===== src/rtl/ptag_pkg.sv =====
// Package: shared codes for the pointer version tag checker.
// Assumes: an 8-bit trap type field and a 2-bit access kind.
package ptag_pkg;
    localparam logic [1:0] KIND_LOAD   = 2'b00;
    localparam logic [1:0] KIND_STORE  = 2'b01;
    localparam logic [1:0] KIND_NFLOAD = 2'b10;

    localparam logic [1:0] VERD_ALLOW   = 2'b00;
    localparam logic [1:0] VERD_PRECISE = 2'b01;
    localparam logic [1:0] VERD_DISRUPT = 2'b10;

    localparam int         TT_W       = 8;
    localparam logic [7:0] TT_PRECISE = 8'h1a;
    localparam logic [7:0] TT_DISRUPT = 8'h7e;
endpackage


===== src/rtl/ptag_compare.sv =====
// Module: combinational tag comparison and verdict selection.
// Assumes: both tags are valid in the same cycle; all-zero and all-ones
// tag values are wildcards on either side.
module ptag_compare
    import ptag_pkg::*;
#(
    parameter int TAG_W = 4
) (
    input  logic [TAG_W-1:0] ptr_tag,
    input  logic [TAG_W-1:0] mem_tag,
    input  logic [1:0]       kind,
    input  logic             task_en,
    input  logic             page_chk,
    input  logic             precise_mode,
    output logic [1:0]       verdict
);
    logic checked;
    logic wild;
    logic mismatch;

    // Decide whether the access is subject to a tag check and whether it fails.
    always_comb begin
        checked  = task_en && page_chk && (kind != KIND_NFLOAD);
        wild     = (ptr_tag == '0) || (ptr_tag == '1) ||
                   (mem_tag == '0) || (mem_tag == '1);
        mismatch = checked && !wild && (ptr_tag != mem_tag);
    end

    // Map a failure to a precise or disrupting verdict by access kind and mode.
    always_comb begin
        if (!mismatch) begin
            verdict = VERD_ALLOW;
        end else if ((kind == KIND_STORE) && !precise_mode) begin
            verdict = VERD_DISRUPT;
        end else begin
            verdict = VERD_PRECISE;
        end
    end
endmodule


===== config.mk =====
export PLATFORM = sky130hd
export DESIGN_NAME = ptag_compare
export DESIGN_NICKNAME = d
export VERILOG_FILES = /design/src/rtl/ptag_pkg.sv /design/src/rtl/ptag_compare.sv
export SDC_FILE = /design/constraint.sdc
export NUM_CORES = 1
export LEC_CHECK = 0
export ABC_CLOCK_PERIOD_IN_PS = 2000
export BUFFER_PORTS_ARGS = -buffer_cell sky130_fd_sc_hd__buf_2
export CORE_AREA = 2 2 39 41
export DETAILED_ROUTE_END_ITERATION = 8
export DIE_AREA = 0 0 41 43
export PLACE_DENSITY = 0.35
export SLEW_MARGIN = 40
export SYNTH_ARGS = -nofsm -noshare
export SYNTH_HDL_FRONTEND = slang
export SYNTH_SLANG_ARGS = --single-unit

===== constraint.sdc =====
create_clock -name vclk -period 2
set_clock_uncertainty 0.05 [all_clocks]
set_input_delay 0.4 -clock vclk [all_inputs]
set_output_delay 0.4 -clock vclk [all_outputs]
set_load 0.005 [all_outputs]

==> results.md, run 1 <==
- Met3 usage: 0
- Detail Route Antenna Nets: 0
- Final hold viol count: 0
- Placer Congestion: 0.7183
- Critical path launch point type: input port
- Inserted Diodes: 0
- DR iter-0 viols: 6
- Seq cells: 0
- Crit Path Class: input port to output pin
- Ys Warns: 0
- Filler cells: 163
- Cell area after synthesis: 108.9 sq um
- Hold Crit Depth: 4
- Most frequent cells in the layout: buf_2, xor2_1, nand4_1, nor4_1, or4_1
- CP arrival: 1.37 ns
- GRT busiest layer: met1
- Worst min-delay path category: input port to output pin
- # resized after CTS: 0
- GR Overflow Total: 0
- Hold Startpoint: task_en
- Unrepaired setup endpoints after global routing: false
- Max-cap viol count: 0
- DRT Pass-1 Iters: 4
- Grt met2 use: 0.05313
- Slew Viols, Final: 0
- Synth-to-layout area growth: 87.36%
- PortBufs: 15
- Final non-filler cell total: 46
- Starting Density: 0.07866
- Count of cell types in the netlist: 9
- Core ar.: 1384 sq um
- Syn Area/Cell: 7.257 sq um
- Commonest non-fill, non-tap cell in the layout: buf_2
- Sequential Area: 0 sq um
- Pwr per Cell Area: 163.2 nW/um^2
- Least-Margin Pin Slew: 0.3844 ns
- Syn Inst Count: 15
- Synth Area in Simple Gates: 0.5632
- Mux cell area share after synthesis: 0
- Largest family of logic cells by synthesized area: simple AND/OR/NAND/NOR gates
- Crit path max fanout: 3
- Worst vdd ir: 0.00004257 V
- F_max: 551.0 MHz
- Critical path endpoint category: output pin
- Share of cells above drive strength 1: 0.5000
- Clock buffer count: 0
- Sum Neg Setup Slack: 0 ns
- Final WL: 483 microns
- Relative slew margins: 0.7414
- Die Y: 43 microns
- # Post-CTS Setup Buffers: 0
- Adder-Cell Fraction of Synth Area: 0
- Gr usage total: 0.05894
- Final setup viols: 0
- Xor/xnor cell area share of the yosys netlist: 0.3218
- Register area share after synthesis: 0
- M1 GR Usage: 0.1329
- DRC errors left: 0
- Fin crit period: 1.815 ns
- Io pins: 15
- Avg Vias per Cell: 4.239
- Row cnt: 14
- Largest net degree at the start of global routing: 4
- Synth Area in Compound Gates: 0.08046
- Vias in the first global route: 174
- WHS Endpoint: verdict[1]
- Status: finished clean
- Synthesized net count: 28
- Die ar.: 1763 sq um
- DR WL/cell: 10.50 microns
- Period utilization: 0.9075
- Pleak: 0.09777 nW
- CP required: 1.55 ns
- Hold buffer count at cts: 0
- Vias: 195
- Overall die width: 41 microns
- Final #Nets: 45
- Initial antenna violation count: 0
- Placed cell count: 46
- First-pass GRT wire length: 765 microns
- Total power: 0.00003329 W
[power breakdown]
part	leakage [nW]	internal, W	switching [W]
Clock	0	0	0
Sequential	0	0	0
Combinational	0.0978	0.0000170	0.0000163
[metrics by stage]
stage | utilization | area (sq um) | hold slack [ns] | setup WS (ns)
finish | 0.1474 | 203.9 | 1.130 | 0.1850
CTS | 0.1474 | 203.9 | 1.128 | 0.1836
global placement | 0.1474 | 203.9 | 1.129 | 0.1671
global route | 0.1474 | 203.9 | 1.145 | 0.1329
detailed placement | 0.1474 | 203.9 | 1.126 | 0.1881
floorplan | - | 108.9 | 0.8989 | 0.4807
[cell type report]
cell class         count  area (sq um)  share of cell area
multi-input cells     14         105.1              0.5153
well taps             16         20.02             0.09816
repair buffers        15         75.07              0.3681
inverters              1         3.754             0.01840
[Yosys cell counts]
master	instances	share of area
inv_1	1	0.034
nand3_1	1	0.046
nand4_1	2	0.11
nor3b_1	1	0.069
nor4_1	2	0.11
nor4b_1	1	0.080
o2111ai_1	1	0.080
or4_1	2	0.14
xor2_1	4	0.32
[metal layers]
layer | part of all wire | vias up
met5 | 0 | -
met4 | 0 | 0
met3 | 0.12 | 0
met2 | 0.29 | 15
met1 | 0.59 | 84
li1 | - | 96
[critical path, cell delays in order]
cell,delay (ns)
buf_2,0.12
or4_1,0.52
nand3_1,0.12
nor4b_1,0.06
buf_2,0.14
[logic make-up after synthesis]
| kind of cell | Yosys count |
|---|---|
| compound gates | 1 |
| xor+xnor | 4 |
| buf+inv | 1 |
| simple gates | 9 |
[worst max-delay path by stage]
stage,start,end,slack (ns),cells after the start
floorplan,ptr_tag[0],verdict[1],0.48,3
global placement,mem_tag[0],verdict[1],0.17,5
detailed placement,ptr_tag[0],verdict[1],0.19,5
CTS,mem_tag[0],verdict[1],0.18,5
global route,ptr_tag[0],verdict[1],0.13,5
finish,mem_tag[0],verdict[1],0.18,5
Note: power is estimated with default switching activity, not from simulation.
==> inputs of run 2 (changes only) <==
--- a/config.mk
+++ b/config.mk
@@ -10,7 +10,6 @@
 export CORE_AREA = 2 2 39 41
 export DETAILED_ROUTE_END_ITERATION = 8
 export DIE_AREA = 0 0 41 43
-export PLACE_DENSITY = 0.35
 export SLEW_MARGIN = 40
 export SYNTH_ARGS = -nofsm -noshare
 export SYNTH_HDL_FRONTEND = slang
==> constraint.sdc (replaced) <==
create_clock -name vclk -period 2
set_clock_uncertainty 0.05 [all_clocks]
set_input_delay 0.4 -clock vclk [all_inputs]
set_output_delay 0.4 -clock vclk [all_outputs]
set_load 0.01 [all_outputs]
==> results.md, run 2 (synthesis gave the netlist of run 1 again) <==
- Share of cells above drive strength 1: 0.5000 (unchanged)
- Pwr per Cell Area: 161.2 nW/um^2 (-1.2%)
- Final #Nets: 45 (unchanged)
- Pleak: 0.09777 nW (unchanged)
- DR iter-0 viols: 1 (-5)
- Overall die width: 41 microns (unchanged)
- Starting Density: 0.07866 (unchanged)
- Hold buffer count at cts: 0 (unchanged)
- Initial antenna violation count: 0 (unchanged)
- Inserted Diodes: 0 (unchanged)
- CP arrival: 1.36 ns (about the same)
- DR WL/cell: 8.826 microns (-16%)
- First-pass GRT wire length: 634 microns (-17%)
- Avg Vias per Cell: 4.000 (-5.6%)
- Worst hold slack: 1.139 ns (+0.009020 ns)
- Least-Margin Pin Slew: 0.3499 ns (-0.03452 ns)
- Unrepaired setup endpoints after global routing: false
- Worst path buffer plus inverter count: 2 (unchanged)
- CP required: 1.55 ns (about the same)
- PortBufs: 15 (unchanged)
- Dpl cell area: 203.9 sq um (unchanged)
- Die Y: 43 microns (unchanged)
- Slew Viols, Final: 0 (unchanged)
- Gr usage total: 0.04895 (-0.009990)
- Critical path's slowest cell: or4_1
- Area occupied by multi-input gates: 105.1 sq um (unchanged)
- Sum Neg Setup Slack: 0 ns (unchanged)
- Worst vdd ir: 0.00005712 V (+34%)
- Finished Cell Area: 203.9 sq um (unchanged)
- Worst min-delay path category: input port to output pin
- Final WL: 406 microns (-16%)
- Most used cell, CP: buf_2
- Largest net degree at the start of global routing: 4 (unchanged)
- CP top delay family: simple AND/OR/NAND/NOR gates
- Crit Path Class: input port to output pin
- Critical path endpoint category: output pin
- Sequential Area: 0 sq um (unchanged)
- Seq cells: 0 (unchanged)
- Placer Congestion: 0.6043 (-16%)
- Final hold viol count: 0 (unchanged)
- Fin crit period: 1.812 ns (-0.002558 ns)
- CP cell instances: buf_2 > or4_1 > nand3_1 > nor4b_1 > buf_2
- Die ar.: 1763 sq um (unchanged)
- DRT Pass-1 Iters: 2 (-2)
- CP peak stage delay: 0.51 ns (about the same)
- Critical path launch point type: input port
- Commonest non-fill, non-tap cell in the layout: buf_2
- Max-cap viol count: 0 (unchanged)
- Vias in the first global route: 167 (-4.0%)
- # Post-CTS Setup Buffers: 0 (unchanged)
- Detail Route Antenna Nets: 0 (unchanged)
- # resized after CTS: 0 (unchanged)
- Crit path max fanout: 3 (unchanged)
- Most frequent cells in the layout: buf_2, xor2_1, nand4_1, nor4_1, or4_1
- Status: finished clean
- Vias: 184 (-5.6%)
- GR Overflow Total: 0 (unchanged)
- Clock buffer count: 0 (unchanged)
- Core ar.: 1384 sq um (unchanged)
- Io pins: 15 (unchanged)
- F_max: 551.7 MHz (+0.14%)
- DRC errors left: 0 (unchanged)
- Row cnt: 14 (unchanged)
- Final setup viols: 0 (unchanged)
- Relative slew margins: 0.7646 (+0.02323)
- Period utilization: 0.9062 (-0.001279)
- Synth-to-layout area growth: 87.36% (unchanged)
- Filler cells: 159 (-2.5%)
run 2: cell counts in the layout (fill, tap and decap cells not counted):
Identical to the previous run, type by type.
run 2: path summary, 6_finish.rpt:
kind	startpoint	endpoint	slack, ns	cells after the start
max	ptr_tag[0]	verdict[1]	0.19	5
min	task_en	verdict[0]	1.14	4
run 2: final cells by class:
type,instances,share of cell area
timing repair buffer,15,0.3681
inverter,1,0.01840
tap,16,0.09816
multi-input combinational,14,0.5153
run 2: stage by stage:
| stage | cells | utilization | setup WS, ns | power [W] |
|---|---|---|---|---|
| after floorplan | 15 | - | 0.4591 | 0.00001227 |
| after global placement | 46 | 0.1474 | 0.1911 | 0.00003192 |
| after detailed placement | 46 | 0.1474 | 0.1785 | 0.00003286 |
| after CTS | 46 | 0.1474 | 0.1785 | 0.00003293 |
| after global routing | 46 | 0.1474 | 0.1197 | 0.00003722 |
| final | 46 | 0.1474 | 0.1875 | 0.00003288 |
run 2: worst min-delay path: stages:
cell	delay [ns]
buf_2	0.10
o2111ai_1	0.10
nor4_1	0.06
buf_2	0.13
run 2: where the power goes:
group	total (W)	internal [W]	switching, W
Combinational	0.0000329	0.0000170	0.0000159
Clock	0	0	0
Sequential	0	0	0
run 2: metal layers:
metal,vias to the layer above,part of all wire,global-route usage
met2,15,0.26,0.06563
met5,-,0,0
li1,94,-,-
met1,75,0.53,0.08228
met3,0,0.21,0.01047
met4,0,0,0
